[src/rtl/hsp_pkg.sv]
package hsp_pkg;
  localparam int REG_W = 8;
  localparam logic [1:0] ADDR_CTRL = 2'd0;
  localparam logic [1:0] ADDR_STAT = 2'd1;
  localparam logic [1:0] ADDR_RXQ  = 2'd2;
  localparam logic [1:0] ADDR_TXB  = 2'd3;

  typedef struct packed {
    logic             push;
    logic [REG_W-1:0] pushData;
    logic             readStart;
    logic             readEnd;
  } hspStrobes_t;
endpackage

[src/rtl/hspCtrl.sv]
module hspCtrl
  import hsp_pkg::*;
#(
  parameter int SYNC_STAGES = 2
) (
  input  logic             clk,
  input  logic             rstN,
  input  logic             en,
  input  logic [2:0]       delaySel,
  input  logic             hostCsN,
  input  logic             hostRdN,
  input  logic             hostWrN,
  input  logic             hostA0,
  input  logic [REG_W-1:0] hostDin,
  output hspStrobes_t      str
);
  localparam int NPIN = 3;

  logic [NPIN-1:0] rawPins;
  logic [NPIN-1:0] syncPins;
  assign rawPins = {hostCsN, hostRdN, hostWrN};

  // One synchroniser chain per host strobe; idle level is high.
  for (genvar p = 0; p < NPIN; p++) begin : g_sync
    logic [SYNC_STAGES-1:0] chain;
    always_ff @(posedge clk or negedge rstN) begin
      if (!rstN) chain <= '1;
      else       chain <= {chain[SYNC_STAGES-2:0], rawPins[p]};
    end
    assign syncPins[p] = chain[SYNC_STAGES-1];
  end

  logic csS, rdS, wrS;
  assign csS = syncPins[2];
  assign rdS = syncPins[1];
  assign wrS = syncPins[0];

  logic wrAct, wrPrev, wrRise;
  logic rdAct, rdPrev, rdRise, rdFall;
  logic rdA0;
  logic [2:0] waitCnt;
  logic [2:0] delayEff;

  assign wrAct    = en & ~csS & ~wrS;
  assign rdAct    = en & ~csS & ~rdS;
  assign wrRise   = wrAct & ~wrPrev;
  assign rdRise   = rdAct & ~rdPrev;
  assign rdFall   = ~rdAct & rdPrev;
  assign delayEff = (delaySel == 3'd0) ? 3'd1 : delaySel;

  always_ff @(posedge clk or negedge rstN) begin
    if (!rstN) begin
      wrPrev  <= 1'b0;
      rdPrev  <= 1'b0;
      rdA0    <= 1'b0;
      waitCnt <= '0;
    end else begin
      wrPrev <= wrAct;
      rdPrev <= rdAct;
      if (rdRise) rdA0 <= hostA0;
      if (!en)               waitCnt <= '0;
      else if (wrRise)       waitCnt <= delayEff;
      else if (waitCnt != 0) waitCnt <= waitCnt - 3'd1;
    end
  end

  always_comb begin
    str           = '0;
    str.push      = en & (waitCnt == 3'd1) & hostA0;
    str.pushData  = hostDin;
    str.readStart = rdRise & hostA0;
    str.readEnd   = en & rdFall & rdA0;
  end

  // a capture is a single-cycle event per strobe
  a_r12_single_push: assert property (@(posedge clk) disable iff (!rstN)
    str.push |=> !str.push);
  // with the port disabled no host event reaches the datapath
  a_r2_disabled_quiet: assert property (@(posedge clk) disable iff (!rstN)
    (!en && !$past(en)) |-> !(str.push || str.readStart));
endmodule

[src/rtl/hspData.sv]
module hspData
  import hsp_pkg::*;
#(
  parameter int DEPTH = 8
) (
  input  logic             clk,
  input  logic             rstN,
  input  hspStrobes_t      str,
  input  logic [1:0]       cpuAddr,
  input  logic             cpuWe,
  input  logic             cpuRe,
  input  logic [REG_W-1:0] cpuWdata,
  output logic [REG_W-1:0] cpuRdata,
  output logic             en,
  output logic [2:0]       delaySel,
  output logic             readyFlag,
  output logic [REG_W-1:0] txByte,
  output logic             irq
);
  localparam int AW = $clog2(DEPTH);
  localparam int CW = AW + 1;
  localparam logic [CW-1:0] FULL_CNT = CW'(DEPTH);

  logic busyIe, errIe;
  logic busyFlag, errFlag;
  logic [REG_W-1:0] mem [DEPTH];
  logic [AW-1:0] wrPtr, rdPtr;
  logic [CW-1:0] count;

  logic full, emptyQ, doPush, doPop;
  logic wrCtrl, wrStat, wrTx;

  assign full   = (count == FULL_CNT);
  assign emptyQ = (count == '0);
  assign doPush = str.push & ~full;
  assign doPop  = cpuRe & (cpuAddr == ADDR_RXQ) & ~emptyQ;
  assign wrCtrl = cpuWe & (cpuAddr == ADDR_CTRL);
  assign wrStat = cpuWe & (cpuAddr == ADDR_STAT);
  assign wrTx   = cpuWe & (cpuAddr == ADDR_TXB);

  always_ff @(posedge clk) begin
    if (doPush) mem[wrPtr] <= str.pushData;
  end

  always_ff @(posedge clk or negedge rstN) begin
    if (!rstN) begin
      wrPtr <= '0;
      rdPtr <= '0;
      count <= '0;
    end else begin
      if (doPush) wrPtr <= (wrPtr == AW'(DEPTH-1)) ? '0 : wrPtr + 1'b1;
      if (doPop)  rdPtr <= (rdPtr == AW'(DEPTH-1)) ? '0 : rdPtr + 1'b1;
      case ({doPush, doPop})
        2'b10:   count <= count + 1'b1;
        2'b01:   count <= count - 1'b1;
        default: count <= count;
      endcase
    end
  end

  always_ff @(posedge clk or negedge rstN) begin
    if (!rstN) begin
      en        <= 1'b0;
      busyIe    <= 1'b0;
      errIe     <= 1'b0;
      delaySel  <= '0;
      busyFlag  <= 1'b0;
      errFlag   <= 1'b0;
      readyFlag <= 1'b0;
      txByte    <= '0;
    end else begin
      if (wrCtrl) begin
        en       <= cpuWdata[7];
        busyIe   <= cpuWdata[6];
        errIe    <= cpuWdata[5];
        delaySel <= cpuWdata[4:2];
      end
      // hardware events take priority over software writes
      if (doPush && emptyQ)  busyFlag <= 1'b1;
      else if (wrStat)       busyFlag <= cpuWdata[6];
      if ((str.push && full) || (str.readStart && !readyFlag)) errFlag <= 1'b1;
      else if (wrStat && !cpuWdata[5])                          errFlag <= 1'b0;
      if (wrTx) begin
        txByte    <= cpuWdata;
        readyFlag <= 1'b1;
      end else if (str.readEnd) begin
        readyFlag <= 1'b0;
      end
    end
  end

  always_comb begin
    case (cpuAddr)
      ADDR_CTRL: cpuRdata = {en, busyIe, errIe, delaySel, 2'b00};
      ADDR_STAT: cpuRdata = {emptyQ, busyFlag, errFlag, readyFlag, 4'b0000};
      ADDR_RXQ:  cpuRdata = emptyQ ? '0 : mem[rdPtr];
      default:   cpuRdata = txByte;
    endcase
  end

  assign irq = (busyFlag & busyIe) | (errFlag & errIe);

  // occupancy never exceeds the queue depth
  a_r4_no_overflow: assert property (@(posedge clk) disable iff (!rstN)
    count <= FULL_CNT);
  // a host write into a full queue is dropped and flagged
  a_r7_drop_when_full: assert property (@(posedge clk) disable iff (!rstN)
    (str.push && full && !doPop) |=> (errFlag && full));
  // first byte into an empty queue raises busy
  a_r6_busy_on_first: assert property (@(posedge clk) disable iff (!rstN)
    (str.push && emptyQ) |=> busyFlag);
  // end of a host read clears ready unless reloaded
  a_r8_ready_clears: assert property (@(posedge clk) disable iff (!rstN)
    (str.readEnd && !wrTx) |=> !readyFlag);
  // a pop of an empty queue leaves it empty
  a_r11_empty_pop: assert property (@(posedge clk) disable iff (!rstN)
    (emptyQ && !str.push && cpuRe && cpuAddr == ADDR_RXQ) |=> emptyQ);
endmodule

[src/rtl/hostSlavePort.sv]
module hostSlavePort
  import hsp_pkg::*;
#(
  parameter int DEPTH       = 8,
  parameter int SYNC_STAGES = 2
) (
  input  logic       clk,
  input  logic       rstN,
  input  logic       hostCsN,
  input  logic       hostRdN,
  input  logic       hostWrN,
  input  logic       hostA0,
  input  logic [7:0] hostDin,
  output logic [7:0] hostDout,
  output logic       hostDoe,
  input  logic [1:0] cpuAddr,
  input  logic       cpuWe,
  input  logic       cpuRe,
  input  logic [7:0] cpuWdata,
  output logic [7:0] cpuRdata,
  output logic       irq
);
  hspStrobes_t str;
  logic       en;
  logic [2:0] delaySel;
  logic       readyFlag;

  hspCtrl #(.SYNC_STAGES(SYNC_STAGES)) u_ctrl (
    .clk(clk), .rstN(rstN), .en(en), .delaySel(delaySel),
    .hostCsN(hostCsN), .hostRdN(hostRdN), .hostWrN(hostWrN),
    .hostA0(hostA0), .hostDin(hostDin), .str(str)
  );

  hspData #(.DEPTH(DEPTH)) u_data (
    .clk(clk), .rstN(rstN), .str(str),
    .cpuAddr(cpuAddr), .cpuWe(cpuWe), .cpuRe(cpuRe),
    .cpuWdata(cpuWdata), .cpuRdata(cpuRdata),
    .en(en), .delaySel(delaySel), .readyFlag(readyFlag),
    .txByte(hostDout), .irq(irq)
  );

  assign hostDoe = en & ~hostCsN & ~hostRdN & hostA0;

  // bus is never driven while disabled
  a_r2_no_drive_off: assert property (@(posedge clk) disable iff (!rstN)
    !en |-> !hostDoe);
endmodule

[config.mk]
export PLATFORM = sky130hd
export DESIGN_NAME = hostSlavePort
export DESIGN_NICKNAME = d
export VERILOG_FILES = /design/src/rtl/hsp_pkg.sv /design/src/rtl/hspCtrl.sv /design/src/rtl/hspData.sv /design/src/rtl/hostSlavePort.sv
export SDC_FILE = /design/constraint.sdc
export NUM_CORES = 1
export LEC_CHECK = 0
export ABC_CLOCK_PERIOD_IN_PS = 4200
export BUFFER_PORTS_ARGS = -buffer_cell sky130_fd_sc_hd__buf_2
export CORE_MARGIN = 3
export CORE_UTILIZATION = 40
export DETAILED_ROUTE_END_ITERATION = 16
export SLEW_MARGIN = 25
export SYNTH_ARGS = -nofsm -noshare
export SYNTH_HDL_FRONTEND = slang
export SYNTH_SLANG_ARGS = --single-unit
[constraint.sdc]
create_clock -name clk -period 4.2 [get_ports clk]
set_input_delay 0.42 -clock clk [delete_from_list [all_inputs] [get_ports clk]]
set_output_delay 0.42 -clock clk [all_outputs]
set_load 0.03 [all_outputs]
==> out/qor.csv <==
stage,metric,value,unit
route,met3 wire length,382,µm
layout,# fillers,906,
timing,final worst slack,1.33,ns
timing,period utilization,68.3,%
floorplan,# IOs,44,
worst_setup_path,crit path launch type,flip-flop,
worst_setup_path,Worst EP arrival,2.45,ns
global_routing,first-pass GRT wire length,13.9,mm
worst_setup_path,CP required,3.78,ns
timing,Final Skew,0.0141,ns
layout,"Cell Count, Final, Fillers Out",455,
route,Vias per Instance,5.27,
power_and_ir_drop,leakage power,0.00189,µW
synth,Post-synth ARST share,37.9,%
placement,placed cell count,439,
worst_setup_path,critical path peak fanout,18,
route,wire length per cell,19.1,µm
route,DRT Pass-1 Iters,4,
floorplan,core area,10500,µm²
layout,layout cells sized above 1,32.3,%
synth,Post-Syn Nets,303,
timing,actual slew at the worst max-slew pin,0.978,ns
worst_setup_path,Crit. End Element,output port,
clock_tree,postcts setup bufs,0,
layout,register area,2910,µm²
power_and_ir_drop,VDD IR max,0.215,mV
placement,Final Wtd Congestion,0.760,
clock_tree,Root Driver,clkbuf_8,
timing,final hold violation count,0,
timing,"Min Clock Period, post-route",2.87,ns
timing,Final setup viols,0,
placement,number of port buffers,43,
layout,Multi-input gate area,1400,µm²
synth,Yosys cell types,39,
placement,Final HPWL DP,6.02,mm
route,DR top layer,met4,
synth,most frequent cell after synthesis,edfxtp_1,
global_routing,vias in the first global route,2479,
synth,Post-synth EDFFs,64,
worst_hold_path,min-delay worst type,in2reg,
timing,total negative slack,0,ns
layout,ANT cells,0,
synth,sequential-to-total area share from yosys stat,66.2,%
clock_tree,CTS-repair resized insts,0,
clock_tree,clk_lat worst skew,0.37,ns
run_status,outcome,"finished, final reports clean",
floorplan,Initial Utilization,41.8,%
floorplan,Die Area,12300,µm²
layout,area grow syn2layout,12.8,%
synth,main flop type after synthesis,edfxtp_1,
floorplan,die height,111,µm
clock_tree,Sink Count,103,
synth,"top cells by area, synth","edfxtp_1 44%, dfrtp_1 19%, mux2_2 6.4%",
global_routing,total gr overflow,0,
synth,synth warn,0,
global_routing,initial antenna violation count,0,
synth,Yosys top cell by area,edfxtp_1,
clock_tree,htree depth,3,
placement,Setup WS pre-CTS,1.50,ns
synth,Post-Syn Area,4390,µm²
layout,Final Util,47.1,%
timing,Worst slew margin,34.6,%
synth,syn_area_per_cell,16.4,µm²
power_and_ir_drop,pwr dens,553,nW/µm²
flow_run,Max Cap Viol,0,
route,met2 WL,4.17,mm
synth,Synth top area share,43.8,%
clock_tree,hold buffers post-CTS,0,
synth,Synth Instances,267,
worst_setup_path,"Worst Path Class, Setup",reg2out,
clock_tree,CTS tree,built,
route,Routed WL,8.68,mm
route,residual DRC count,0,
clock_tree,Num CTS Buffers,9,
global_routing,pin count of the biggest net entering global routing,40,
clock_tree,maximum clock path buffer count,2,
synth,Synth top cells by count,"64 x edfxtp_1, 33 x dfrtp_1, 25 x mux2_2",
timing,Final Slew Violations,0,
synth,Synth Register Bits,103,
global_routing,total track usage,14.6,%
floorplan,DIE WIDTH,111,µm
route,post-route ant nets,0,
route,DRT met1 WL,4.03,mm
route,Initial DRC Count,144,
timing,fmax,348,MHz
floorplan,Row Count,37,
clock_tree,"Reg clk slew, reported paths",0.11,ns
layout,layout net count,350,
route,total number of vias,2398,
timing,RSZ-0062 raised after global routing,false,
-- critical path, cell delays in order, from the launching register on --
cell,delay [ns]
dfrtp_1,0.86
mux4_1,0.40
mux2_2,0.28
a221o_1,0.36
buf_2,0.18
-- registers in the layout (all words and copies together), names as in the netlist --
register             count
u_data.txByte            8
u_data.wrPtr             3
u_data.errIe             1
u_data.en                1
u_ctrl.g_sync.chain      6
u_data.count             4
u_data.rdPtr             3
u_ctrl.wrPrev            1
u_ctrl.waitCnt           3
u_data.errFlag           1
u_ctrl.rdPrev            1
u_ctrl.rdA0              1
u_data.readyFlag         1
u_data.delaySel          3
u_data.mem              64
u_data.busyIe            1
u_data.busyFlag          1
-- final timing paths --
path                                                     start                                  end  slack [ns]  cells after the start
setup / recovery                   u_data.rdPtr[1]$_DFFE_PN0P_                          cpuRdata[4]        1.33                      4
min in group asynchronous                                 rstN         u_data.txByte[3]$_DFFE_PN0P_        0.16                      1
setup reg to reg                         u_data.en$_DFFE_PN0P_          u_data.count[2]$_DFFE_PN0P_        1.52                     10
hold reg to reg            u_ctrl.g_sync[2].chain[0]$_DFF_PN1_  u_ctrl.g_sync[2].chain[1]$_DFF_PN1_        0.36                      0
max in group asynchronous                                 rstN          u_data.wrPtr[2]$_DFFE_PN0P_        3.48                      1
hold / removal                                         hostWrN  u_ctrl.g_sync[0].chain[0]$_DFF_PN1_        0.13                      1
-- report_power, final --
part / switching (µW) / total, µW / internal [µW]
registers: 158 / 1350 / 1190
clock network: 384 / 625 / 241
logic: 379 / 763 / 384
-- cell usage in the layout, fill, tap and decap left out, types with 2 or more instances in the layout --
master	count
edfxtp_1	64
buf_2	43
dfrtp_1	33
mux2_2	25
nor2_1	15
nand2_1	12
ha_1	10
clkbuf_8	9
mux4_1	8
mux4_2	8
nand3b_1	7
mux2i_1	6
inv_1	6
nor3_1	6
nand3_1	6
o21ai_0	6
dfstp_2	6
nand2b_1	5
xor2_1	4
buf_4	4
a221o_1	3
o211ai_1	3
a22o_1	3
inv_6	3
nor4_1	2
a21oi_1	2
a22oi_1	2
nor2b_1	2
xnor2_1	2
inv_8	2
clkinv_8	2
-- cell families after synthesis --
group | synth area share, %
and+or+nand+nor | 7.30
muxes | 16.7
buffers and inverters | 1.88
adders and majority gates | 2.85
xor gates and xnor gates | 1.20
DFF | 66.2
AOI/OAI and AO/OA | 3.91
-- stage by stage --
step | total power, µW | cell area [µm²] | hold WS, ns
after floorplan | 1930 | 4390 | 0.124
after global placement | 2130 | 4740 | 0.346
after detailed placement | 2140 | 4740 | 0.348
after CTS | 2760 | 4950 | 0.122
after global routing | 2900 | 4950 | 0.114
final | 2740 | 4950 | 0.133
-- per-layer routing --
metal / up-vias / track usage (%)
li1: 1130 / -
met1: 1207 / 20.5
met2: 53 / 22.9
met3: 8 / 3.93
met4: 0 / 3.28
met5: - / 0
-- area by class of cell --
| class | count | area share [%] |
|---|---|---|
| clock buffers | 9 | 2.50 |
| well taps | 136 | 3.44 |
| inverters | 6 | 0.455 |
| repair buffers | 47 | 4.95 |
| multi-input cells | 147 | 28.3 |
| flip-flops and latches | 103 | 58.7 |
| clock inverters | 7 | 1.64 |
No activity file was read; power rests on OpenSTA's default activity.
